$ cat src/rtl/srm_pkg.sv
package srm_pkg;

    typedef enum logic [1:0] {
        ST_OFF   = 2'd0,
        ST_WAIT  = 2'd1,
        ST_RUN   = 2'd2,
        ST_CHAIN = 2'd3
    } srm_state_e;

endpackage

$ cat src/rtl/srm_edge.sv
module srm_edge (
    input  logic clk_i,
    input  logic rst_ni,
    input  logic sclk_i,
    output logic rise_o
);

    logic sclk_q;

    always_ff @(posedge clk_i or negedge rst_ni) begin
        if (!rst_ni) begin
            sclk_q <= 1'b0;
        end else begin
            sclk_q <= sclk_i;
        end
    end

    assign rise_o = sclk_i & ~sclk_q;

endmodule

$ cat src/rtl/srm_cnt.sv
module srm_cnt #(
    parameter int CW = 14
) (
    input  logic          clk_i,
    input  logic          rst_ni,
    input  logic          run_i,
    input  logic          restart_i,
    output logic [CW-1:0] cnt_o
);

    localparam logic [CW-1:0] CNT_ONE = CW'(1);
    localparam logic [CW-1:0] CNT_MAX = {CW{1'b1}};

    logic [CW-1:0] cnt_q;

    always_ff @(posedge clk_i or negedge rst_ni) begin
        if (!rst_ni) begin
            cnt_q <= '0;
        end else if (!run_i) begin
            cnt_q <= '0;
        end else if (restart_i) begin
            cnt_q <= CNT_ONE;
        end else if (cnt_q != CNT_MAX) begin
            cnt_q <= cnt_q + CNT_ONE;
        end
    end

    assign cnt_o = cnt_q;

endmodule

$ cat src/rtl/srm_fsm.sv
module srm_fsm
    import srm_pkg::*;
#(
    parameter int PER_W = 12,
    parameter int CW    = PER_W + 2
) (
    input  logic             clk_i,
    input  logic             rst_ni,
    input  logic             slave_en_i,
    input  logic             rise_i,
    input  logic             frame_done_i,
    input  logic             tx_loaded_i,
    input  logic [PER_W-1:0] exp_period_i,
    input  logic [CW-1:0]    cnt_i,
    output logic             err_evt_o,
    output logic             run_o,
    output srm_state_e       state_o
);

    srm_state_e    state_q, state_d;
    logic          pend_q, pend_d;
    logic [CW-1:0] half_lim, dbl_lim;
    logic          counting, too_slow, too_fast;

    assign half_lim = CW'(exp_period_i >> 1);
    assign dbl_lim  = CW'(exp_period_i) << 1;

    assign counting  = (state_q == ST_RUN) || (state_q == ST_CHAIN);
    assign too_slow  = counting && (cnt_i > dbl_lim);
    assign too_fast  = (state_q == ST_RUN) && rise_i && (cnt_i < half_lim);
    assign err_evt_o = slave_en_i && (too_slow || too_fast);

    // state register
    always_ff @(posedge clk_i or negedge rst_ni) begin
        if (!rst_ni) begin
            state_q <= ST_OFF;
            pend_q  <= 1'b0;
        end else begin
            state_q <= state_d;
            pend_q  <= pend_d;
        end
    end

    // next-state logic
    always_comb begin
        state_d = state_q;
        if (!slave_en_i) begin
            state_d = ST_OFF;
        end else begin
            unique case (state_q)
                ST_OFF: begin
                    state_d = rise_i ? ST_RUN : ST_WAIT;
                end
                ST_WAIT: begin
                    if (rise_i) begin
                        state_d = ST_RUN;
                    end
                end
                ST_RUN: begin
                    if (err_evt_o) begin
                        state_d = ST_WAIT;
                    end else if (frame_done_i) begin
                        state_d = (pend_q || tx_loaded_i) ? ST_CHAIN : ST_WAIT;
                    end
                end
                ST_CHAIN: begin
                    if (err_evt_o) begin
                        state_d = ST_WAIT;
                    end else if (rise_i) begin
                        state_d = ST_RUN;
                    end
                end
            endcase
        end
    end

    // outputs and pending-load bookkeeping
    always_comb begin
        run_o  = (state_d == ST_RUN) || (state_d == ST_CHAIN);
        pend_d = pend_q;
        if (!slave_en_i || !counting || err_evt_o) begin
            pend_d = 1'b0;
        end else if ((state_q == ST_RUN) && frame_done_i) begin
            pend_d = 1'b0;
        end else if (tx_loaded_i) begin
            pend_d = 1'b1;
        end
    end

    assign state_o = state_q;

    AST_CHAIN_FROM_RUN: assert property (@(posedge clk_i) disable iff (!rst_ni)
        (state_q == ST_CHAIN) |-> ($past(state_q) == ST_RUN || $past(state_q) == ST_CHAIN));

    AST_ERR_TO_WAIT: assert property (@(posedge clk_i) disable iff (!rst_ni)
        err_evt_o |=> (state_q == ST_WAIT || state_q == ST_OFF));

endmodule

$ cat src/rtl/sclk_rate_mon.sv
module sclk_rate_mon
    import srm_pkg::*;
#(
    parameter int PER_W = 12
) (
    input  logic             clk_i,
    input  logic             rst_ni,
    input  logic             sclk_i,
    input  logic             slave_en_i,
    input  logic             frame_done_i,
    input  logic             tx_loaded_i,
    input  logic [PER_W-1:0] exp_period_i,
    input  logic             irq_en_i,
    input  logic             arst_en_i,
    input  logic             err_clr_i,
    output logic             err_flag_o,
    output logic             err_irq_o,
    output logic             core_rst_o
);

    localparam int CW = PER_W + 2;

    logic          rise;
    logic          err_evt;
    logic          run;
    logic [CW-1:0] cnt;
    srm_state_e    state;

    srm_edge u_edge (
        .clk_i  (clk_i),
        .rst_ni (rst_ni),
        .sclk_i (sclk_i),
        .rise_o (rise)
    );

    srm_cnt #(.CW(CW)) u_cnt (
        .clk_i     (clk_i),
        .rst_ni    (rst_ni),
        .run_i     (run),
        .restart_i (rise),
        .cnt_o     (cnt)
    );

    srm_fsm #(.PER_W(PER_W), .CW(CW)) u_fsm (
        .clk_i        (clk_i),
        .rst_ni       (rst_ni),
        .slave_en_i   (slave_en_i),
        .rise_i       (rise),
        .frame_done_i (frame_done_i),
        .tx_loaded_i  (tx_loaded_i),
        .exp_period_i (exp_period_i),
        .cnt_i        (cnt),
        .err_evt_o    (err_evt),
        .run_o        (run),
        .state_o      (state)
    );

    always_ff @(posedge clk_i or negedge rst_ni) begin
        if (!rst_ni) begin
            err_flag_o <= 1'b0;
            err_irq_o  <= 1'b0;
            core_rst_o <= 1'b0;
        end else begin
            if (err_evt) begin
                err_flag_o <= 1'b1;
            end else if (err_clr_i) begin
                err_flag_o <= 1'b0;
            end
            err_irq_o  <= err_evt & irq_en_i;
            core_rst_o <= err_evt & arst_en_i;
        end
    end

    AST_SLAVE_ONLY: assert property (@(posedge clk_i) disable iff (!rst_ni)
        $rose(err_flag_o) |-> $past(slave_en_i));

    AST_FLAG_STICKY: assert property (@(posedge clk_i) disable iff (!rst_ni)
        (err_flag_o && !err_clr_i) |=> err_flag_o);

    AST_IRQ_GATED: assert property (@(posedge clk_i) disable iff (!rst_ni)
        err_irq_o |-> ($past(irq_en_i) && err_flag_o));

    AST_RST_SINGLE: assert property (@(posedge clk_i) disable iff (!rst_ni)
        core_rst_o |=> !core_rst_o);

    AST_RST_KEEPS_FLAG: assert property (@(posedge clk_i) disable iff (!rst_ni)
        core_rst_o |-> err_flag_o);

    AST_IDLE_CNT_ZERO: assert property (@(posedge clk_i) disable iff (!rst_ni)
        (state == ST_OFF || state == ST_WAIT) |-> (cnt == '0));

endmodule

$ cat config.mk
export PLATFORM = sky130hd
export DESIGN_NAME = sclk_rate_mon
export DESIGN_NICKNAME = d
export VERILOG_FILES = /design/src/rtl/srm_pkg.sv /design/src/rtl/srm_edge.sv /design/src/rtl/srm_cnt.sv /design/src/rtl/srm_fsm.sv /design/src/rtl/sclk_rate_mon.sv
export SDC_FILE = /design/constraint.sdc
export NUM_CORES = 1
export LEC_CHECK = 0
export ABC_AREA = 1
export BUFFER_PORTS_ARGS = -buffer_cell sky130_fd_sc_hd__buf_2
export CORE_ASPECT_RATIO = 1.25
export CORE_MARGIN = 3
export CORE_UTILIZATION = 25
export CTS_CLUSTER_DIAMETER = 80
export CTS_CLUSTER_SIZE = 25
export DETAILED_ROUTE_END_ITERATION = 12
export HOLD_SLACK_MARGIN = 0.08
export SLEW_MARGIN = 20
export SYNTH_ARGS = -nofsm -noshare
export SYNTH_HDL_FRONTEND = slang
export SYNTH_SLANG_ARGS = --single-unit
$ cat constraint.sdc
create_clock -name clk_i -period 5.37 [get_ports clk_i]
set_input_delay 1.074 -clock clk_i [delete_from_list [all_inputs] [get_ports clk_i]]
set_output_delay 1.074 -clock clk_i [all_outputs]
set_load 0.05 [all_outputs]
==> results of run 1 <==
routing by layer:
| layer | routed length [um] | vias to the layer above | share of wire [%] |
|---|---|---|---|
| met1 | 1460 | 604 | 46 |
| met4 | 27 | 0 | 0.85 |
| met5 | 0 | - | 0 |
| li1 | - | 733 | - |
| met3 | 66 | 4 | 2.1 |
| met2 | 1640 | 11 | 51 |
stage by stage:
stage | utilization [%] | instance area (sq um) | hold slack, ps
global placement | 29.5 | 1850 | 512
CTS | 30.2 | 1900 | 529
global route | 30.2 | 1900 | 569
finish | 30.2 | 1900 | 522
detailed placement | 29.5 | 1850 | 518
floorplan | - | 1650 | 482
cell families (layout without fill, tap and decap cells):
logic type	count (synthesis)	in the layout	share of synthesized area, %
adder cells (fa/ha/maj)	23	23	17.5
AND/OR/NAND/NOR	106	106	30.7
AO/OA/AOI/OAI	15	15	5.47
buffers and inverters	40	65	9.58
XOR/XNOR	9	9	4.79
flip-flops	21	21	31.9
flip-flops by register name, indices dropped and copies added (netlist names):
signal	cells
err_flag_o	1
u_cnt.cnt_o	14
u_fsm.state_o	2
err_irq_o	1
u_fsm.pend_q	1
core_rst_o	1
u_edge.sclk_q	1
Yosys cell counts, types with 3 or more instances:
library cell  number  area (sq um)
inv_1             32           120
nand3_1           13          65.1
nor2_1            23          86.3
nand4_1            3          18.8
nor2_2             3          18.8
dfrtp_1           21           526
a21oi_1            7          35.0
ha_1              23           288
nand2_1           45           169
nor3_1             6          30.0
inv_2              6          22.5
nor3_2             7          70.1
xor2_1             8          70.1
worst paths after layout:
kind | end | start | slack (ps) | depth (start not counted)
worst max register to register | u_cnt.cnt_o[3]$_DFFE_PN0P_ | u_edge.sclk_q$_DFF_PN0_ | 3220 | 8
worst max-delay path | u_cnt.cnt_o[3]$_DFFE_PN0P_ | sclk_i | 2670 | 10
max in group asynchronous | u_fsm.pend_q$_DFFE_PN0P_ | rst_ni | 4290 | 1
min in group asynchronous | u_edge.sclk_q$_DFF_PN0_ | rst_ni | 750 | 1
worst min-delay path | err_flag_o$_DFFE_PN0P_ | err_flag_o$_DFFE_PN0P_ | 520 | 2
worst min register to register | err_flag_o$_DFFE_PN0P_ | err_flag_o$_DFFE_PN0P_ | 520 | 2
final cells by class:
cell class / count / share of cell area, %
clock buffers: 3 / 2.18
clock inverters: 1 / 0.264
inverters: 38 / 7.51
multi-input cells: 153 / 50.7
flip-flops and latches: 21 / 27.7
well taps: 85 / 5.60
repair buffers: 23 / 6.06
where the power goes:
group | switching (W) | total, W | internal (W)
Sequential | 0.00000265 | 0.000164 | 0.000161
Clock | 0.0000486 | 0.000100 | 0.0000516
Combinational | 0.0000272 | 0.0000429 | 0.0000157
Total | 0.0000785 | 0.000307 | 0.000228
worst register-to-register path, cell delays in order (launching register included):
cell and delay (ps):
dfrtp_1 370, nor2_1 750, nand4_1 160, nor2_1 140, nand2_1 80, nand4_1 100
nand2_2 70, inv_2 220, nor3_1 90
==> results.json, run 1 <==
{
  "ys_seq_area_share_pct": 31.9,
  "path_cells": "buf_2, inv_1, nor2_1, nand4_1, nor2_1, nand2_1, nand4_1, nand2_2, inv_2, nor3_1",
  "setup_tns_ps": 0,
  "antenna_left": 0,
  "ys.flop_type": "dfrtp_1",
  "worst_pin_slew_ps": 986,
  "grt_start_max_net_pins": 22,
  "overflow": 0,
  "setup_viol": 0,
  "syn-cell-area_sq_mm": 0.00165,
  "leakagePower_nw": 0.994,
  "vias": 1352,
  "start_util_pct": 26.2,
  "cts_tree": "built",
  "fillerInstances": 690,
  "vias_per_cell": 4.17,
  "path_delay_family": "simple AND/OR/NAND/NOR gates",
  "grt_pass1_wl_um": 5940,
  "skew_ps": 7.33,
  "power.ir.vdd_worst_mv": 0.0906,
  "async_flop_share_pct": 100,
  "multi_input_area_sq_um": 962,
  "antenna_found_initial": 0,
  "period_share_pct": 50.3,
  "diodes": 0,
  "routedWlPerCell_um": 9.84,
  "htreeDepth": 1,
  "clock-root-buffer": "clkbuf_8",
  "cts_sinks": 21,
  "layout.nets": 284,
  "layout_common_cells": "nand2_1, inv_1, nor2_1, ha_1, buf_2",
  "wl_um": 3190,
  "relSlewSlack_pct": 34.1,
  "preCtsSetupSlack_ps": 2370,
  "finalHoldViolCount": 0,
  "final_cells": 324,
  "post_cts_resized": 0,
  "die_area_sq_mm": 0.00760,
  "dp_cells": 320,
  "drt_first_pass_iters": 4,
  "clock_path_buffers": 2,
  "path_max_fanout": 13,
  "hp-class": "flip-flop to flip-flop",
  "crit_path_end_kind": "flip-flop",
  "crit_type": "primary input to flip-flop",
  "powerDensity_mw_per_mm2": 162,
  "coreArea_sq_mm": 0.00629,
  "fmaxAchievable_mhz": 370,
  "syn2layout_area_growth_pct": 15.4,
  "post-route-drc-count": 0,
  "io_pins": 24,
  "syn_inst": 214,
  "synth-edff-count": 0,
  "synth_warnings": 0,
  "clk_latency_ps": 260,
  "worst-endpoint-arrival_ps": 2790,
  "avgSynthCellArea_sq_um": 7.69,
  "numCtsBuffers": 3,
  "cpPeakStageDelay_ps": 730,
  "rows": 32,
  "numPortBuffers": 23,
  "hpwl_um": 2680,
  "fin_crit_ps": 2700,
  "rsz0062_at_grt": "no",
  "drv_slew": 0,
  "status": "complete, no violations",
  "synth_nets": 258,
  "grt_pass1_vias": 1432,
  "synth_cell_types": 27,
  "final_common_cell": "nand2_1",
  "cap_violations": 0,
  "floorplan.die.height_um": 96.7,
  "post_cts_buffers": 0,
  "slowest_stage": "nor2_1",
  "dieWidth_um": 78.6,
  "cts.clk_slew.worst_paths_ps": 70,
  "crit_buf_inv": 3,
  "start_kind": "primary input",
  "cp_data_required_time_ps": 5460,
  "gp_congestion": 0.734,
  "synth_seq_cells": 21,
  "grtUsageMet2_pct": 17.7,
  "grtUsageMet1_pct": 10.9,
  "use_met3_pct": 1.02,
  "track_usage_pct": 9.35,
  "p_total_w": 0.000307,
  "holdBufCountCts": 0,
  "drive_gt1_share_pct": 20.1,
  "grt-busiest-layer": "met2",
  "seq_area_sq_um": 526,
  "dr.first_iter.drc_count": 55,
  "fin_ws_ps": 2670
}
No activity file was read; power rests on OpenSTA's default activity.
==> inputs of run 2 (changes only) <==
clock period = 2.8 ns   (was 5.37 ns; I/O delays follow)
==> run 2 against run 1 <==
Net effect:
- power is 94% higher
- sequential share of layout area is 0.11 points lower
- hold slack worse by 260 ps
- die area stayed put
- routed wire length is 8.1% higher
- first-iteration DRC count is 42% lower
- critical endpoint is now u_cnt.cnt_o[13]$_DFFE_PN0P_
==> results.json, run 2 (synthesized netlist as in run 1, its figures left out) <==
{
  "status": "complete, no violations",
  "floorplan.die.height_um": 96.7,
  "dr.first_iter.drc_count": 32,
  "vias_per_cell": 4.16,
  "drive_gt1_share_pct": 20.4,
  "track_usage_pct": 9.56,
  "hp-class": "primary input to async pin",
  "path_max_fanout": 13,
  "start_kind": "flip-flop",
  "worst_pin_slew_ps": 493,
  "antenna_found_initial": 0,
  "overflow": 0,
  "clock-root-buffer": "clkbuf_8",
  "numPortBuffers": 23,
  "io_pins": 24,
  "final_common_cell": "nand2_1",
  "gp_congestion": 0.755,
  "antenna_left": 0,
  "largest_reg_flops": 14,
  "worst-endpoint-arrival_ps": 2040,
  "crit_type": "flip-flop to flip-flop",
  "dieWidth_um": 78.6,
  "wl_um": 3450,
  "rows": 32,
  "leakagePower_nw": 0.999,
  "drt_first_pass_iters": 4,
  "cts_tree": "built",
  "fin_crit_ps": 1910,
  "cp_data_required_time_ps": 2940,
  "setup_viol": 0,
  "hold_ws_ps": 259,
  "die_area_sq_mm": 0.00760,
  "final_area_sq_mm": 0.00191,
  "grt_pass1_vias": 1350,
  "reg2reg_from": "u_cnt.cnt_o[12]$_DFFE_PN0P_",
  "post_cts_resized": 0,
  "powerDensity_mw_per_mm2": 312,
  "post-route-drc-count": 0,
  "period_share_pct": 68.1,
  "fmaxAchievable_mhz": 524,
  "crit_path_end_kind": "flip-flop",
  "cap_violations": 0,
  "grt_start_max_net_pins": 22,
  "cts.clk_slew.worst_paths_ps": 80,
  "clk_latency_ps": 260,
  "skew_ps": 1.51,
  "numCtsBuffers": 3,
  "relSlewSlack_pct": 67.1,
  "rsz0062_at_grt": "no",
  "finalHoldViolCount": 0,
  "post_cts_buffers": 0,
  "holdBufCountCts": 0,
  "setup_tns_ps": 0,
  "clock_path_buffers": 2,
  "routedWlPerCell_um": 10.6,
  "hpwl_um": 2880,
  "utilization_pct": 30.3,
  "layout_common_cells": "nand2_1, inv_1, nor2_1, ha_1, buf_2",
  "start_util_pct": 26.2,
  "cts_sinks": 21,
  "grt_pass1_wl_um": 6000,
  "vias": 1351,
  "syn2layout_area_growth_pct": 15.8,
  "fillerInstances": 695,
  "htreeDepth": 1,
  "diodes": 0,
  "crit-reg2reg-capture": "u_cnt.cnt_o[13]$_DFFE_PN0P_",
  "drv_slew": 0,
  "layout.nets": 285,
  "r2r_slack_ps": 890,
  "placed_area_sq_mm": 0.00186,
  "r2r_cells": 12,
  "coreArea_sq_mm": 0.00629,
  "power.ir.vdd_worst_mv": 0.127
}
[run 2: metal layers]
layer | vias to the layer above | wire length [um] | track usage (%)
met5 | - | 0 | 0
met1 | 606 | 1600 | 11.9
met3 | 2 | 54 | 1.21
li1 | 734 | - | -
met4 | 0 | 16 | 2.56
met2 | 9 | 1770 | 17.1
[run 2: cell type report]
class | count | area [sq um] | share of cell area [%]
multi-input combinational | 153 | 962 | 50.5
sequential | 21 | 526 | 27.6
inverter | 38 | 143 | 7.49
timing repair buffer | 24 | 123 | 6.43
tap | 85 | 106 | 5.58
clock buffer | 3 | 41.3 | 2.17
clock inverter | 1 | 5.00 | 0.263
[run 2: power breakdown]
| part | switching [W] | internal, W | total, W |
|---|---|---|---|
| clock network | 0.0000966 | 0.0000990 | 0.000196 |
| registers | 0.00000550 | 0.000309 | 0.000314 |
| logic | 0.0000541 | 0.0000312 | 0.0000852 |
[run 2: critical path: stages, from the launching register on]
cell	delay, ps
dfrtp_1	440
ha_1	350
nand2_2	80
nor2_4	100
nand3_2	90
inv_1	60
nand2_1	50
nand2_1	70
nand2_1	60
nand4_1	80
nand2_2	70
inv_2	230
nor2_1	100
[run 2: how the worst max path moves through the flow]
stage,start,endpoint,slack [ps],depth (start not counted)
global route,u_cnt.cnt_o[5]$_DFFE_PN0P_,u_cnt.cnt_o[13]$_DFFE_PN0P_,590,12
global placement,exp_period_i[11],u_cnt.cnt_o[10]$_DFFE_PN0P_,700,14
finish,u_cnt.cnt_o[12]$_DFFE_PN0P_,u_cnt.cnt_o[13]$_DFFE_PN0P_,890,12
CTS,u_cnt.cnt_o[12]$_DFFE_PN0P_,u_cnt.cnt_o[13]$_DFFE_PN0P_,860,12
detailed placement,exp_period_i[11],u_cnt.cnt_o[13]$_DFFE_PN0P_,630,14
floorplan,exp_period_i[10],u_cnt.cnt_o[11]$_DFFE_PN0P_,950,14
[run 2: metrics by stage]
step,std cells,setup slack (ps),total power (W)
finish,325,893,0.000595
detailed placement,321,631,0.000407
floorplan,214,947,0.000374
global placement,321,701,0.000406
CTS,325,861,0.000609
global route,325,586,0.000634
==> inputs of run 3 (changes only) <==
clock period = 1.71 ns   (was 2.8 ns; I/O delays follow)
==> run 3 against run 2 <==
Net effect:
- the flow now finishes with violations (setup timing)
- clock skew is 1.1 ps higher
- maximum frequency is 9.2% higher
- combinational power grew 110%
- clock power is 64% higher
- design area increased by 17%
- routed wire length rose by 8.6%
- sequential power increased by 64%
- worst setup slack worse by 930 ps
- register-to-register slack worse by 930 ps
- critical path depth unchanged
- non-clock buffer count up 19
- global-route usage rose by 0.79 points
- critical endpoint is now u_cnt.cnt_o[12]$_DFFE_PN0P_
- largest cell class unchanged
- largest power group unchanged
==> results.json, run 3 (synthesized netlist as in run 1, its figures left out) <==
{
  "status": "finished, violations left",
  "violations": "setup timing",
  "power_switching_w": 0.000271,
  "relSlewSlack_pct": 68.1,
  "rows": 32,
  "floorplan.die.height_um": 96.7,
  "final_common_cell": "nand2_1",
  "power.ir.vdd_worst_mv": 0.262,
  "diodes": 0,
  "routedWlPerCell_um": 10.9,
  "cpMostUsedCell": "nand2_1",
  "vias": 1468,
  "cts.clk_slew.worst_paths_ps": 70,
  "start_util_pct": 26.2,
  "path_cells": "ha_4, nand2_1, inv_1, nand2_1, a21oi_2, nor2_1, nand2_1, nand4_1, nand2_2, buf_6, nand2_2, nor2_2",
  "fillerInstances": 679,
  "largest_reg_flops": 14,
  "clock_path_buffers": 2,
  "cap_violations": 0,
  "layout_common_cells": "nand2_1, inv_1, buf_2",
  "leakagePower_nw": 1.10,
  "utilization_pct": 35.5,
  "cpPeakStageDelay_ps": 460,
  "drive_gt1_share_pct": 35.9,
  "cp-startpoint": "u_cnt.cnt_o[9]$_DFFE_PN0P_",
  "layout.nets": 304,
  "drt_first_pass_iters": 5,
  "die_area_sq_mm": 0.00760,
  "setup_viol": 15,
  "grt_pass1_vias": 1481,
  "slowest_stage": "dfrtp_1",
  "p_total_w": 0.00101,
  "crit_path_end_kind": "flip-flop",
  "io_pins": 24,
  "p_seq_share_pct": 50.9,
  "combinationalPowerShare_pct": 17.4,
  "path_max_fanout": 3,
  "grt_pass1_wl_um": 6420,
  "internal_power_w": 0.000742,
  "overflow": 0,
  "placed_area_sq_mm": 0.00199,
  "hp-class": "primary input to flip-flop",
  "switching_share_pct": 26.7,
  "post-route-drc-count": 0,
  "hold_ws_ps": 199,
  "grt_start_max_net_pins": 22,
  "track_usage_pct": 10.4,
  "finalHoldViolCount": 0,
  "hpwl_um": 3040,
  "numPortBuffers": 23,
  "gp_congestion": 0.775,
  "fmaxAchievable_mhz": 573,
  "syn2layout_area_growth_pct": 35.6,
  "wl_um": 3750,
  "worst-endpoint-arrival_ps": 1940,
  "reg2reg_from": "u_cnt.cnt_o[9]$_DFFE_PN0P_",
  "cts_sinks": 21,
  "cts_tree": "built",
  "skew_ps": 2.63,
  "worst_pin_slew_ps": 478,
  "start_kind": "flip-flop",
  "path_delay_family": "simple AND/OR/NAND/NOR gates",
  "clock-root-buffer": "clkbuf_8",
  "cp_data_required_time_ps": 1910,
  "numCtsBuffers": 3,
  "dr.first_iter.drc_count": 41,
  "antenna_left": 0,
  "r2r_slack_ps": -40,
  "clkPwrFrac_pct": 31.7,
  "coreArea_sq_mm": 0.00629,
  "clk_latency_ps": 260,
  "fin_ws_ps": -36.4,
  "hp-start": "sclk_i",
  "htreeDepth": 1,
  "powerDensity_mw_per_mm2": 454,
  "dieWidth_um": 78.6,
  "rsz0062_at_grt": "yes",
  "period_share_pct": 102,
  "drv_slew": 0,
  "vias_per_cell": 4.27,
  "final_area_sq_mm": 0.00223,
  "fin_crit_ps": 1750,
  "crit_buf_inv": 2,
  "crit_type": "flip-flop to flip-flop",
  "antenna_found_initial": 0
}
==> run 3: path summary, 6_finish.rpt <==
check                      cells after the start                     endpoint
hold reg to reg                                1   u_cnt.cnt_o[0]$_DFFE_PN0P_
setup reg to reg                              12  u_cnt.cnt_o[12]$_DFFE_PN0P_
max in group asynchronous                      2   u_cnt.cnt_o[5]$_DFFE_PN0P_
setup / recovery                              12  u_cnt.cnt_o[12]$_DFFE_PN0P_
hold / removal                                 1      u_edge.sclk_q$_DFF_PN0_
min in group asynchronous                      2     u_fsm.pend_q$_DFFE_PN0P_
==> run 3: layer usage <==
metal | up-vias | wire length [um] | global-route usage (%) | part of all wire [%]
li1 | 775 | - | - | -
met1 | 678 | 1650 | 12.5 | 44
met2 | 11 | 2010 | 19.0 | 54
met3 | 4 | 57 | 1.21 | 1.5
met4 | 0 | 34 | 2.83 | 0.91
met5 | - | 0 | 0 | 0
==> run 3: cell type report <==
cell class	count	area (sq um)	share of cell area [%]
Inverter	38	148	6.62
Sequential cell	21	529	23.7
Multi-Input combinational cell	153	1120	50.4
Clock buffer	4	45.0	2.02
Tap cell	85	106	4.77
Timing Repair Buffer	43	279	12.5
==> run 3: power groups by stage <==
stage               sequential (W)  clock [W]  combinational [W]
finish                    0.000516   0.000321           0.000176
detailed placement        0.000524          0           0.000149
floorplan                 0.000526          0          0.0000868
global placement          0.000524          0           0.000146
global route              0.000517   0.000363           0.000202
CTS                       0.000514   0.000335           0.000160
==> run 3: stage by stage <==
step                      setup WS (ps)  instances  TNS [ps]
after floorplan                    27.9        214         0
after global placement             -173        338     -2490
after detailed placement           -197        338     -2930
after CTS                         -70.1        343      -810
after global routing               -213        344     -3090
final                             -36.4        344      -260
==> run 3: what timing repair did <==
| item | CTS | global route |
|---|---|---|
| gates resized for setup | 9 | 27 |
| setup endpoints to repair | 19 | 20 |
| hold buffers | 1 | 0 |
| endpoints found under the hold margin | 21 | 0 |
| setup buffers | 0 | 1 |
| pin swaps | 2 | 5 |
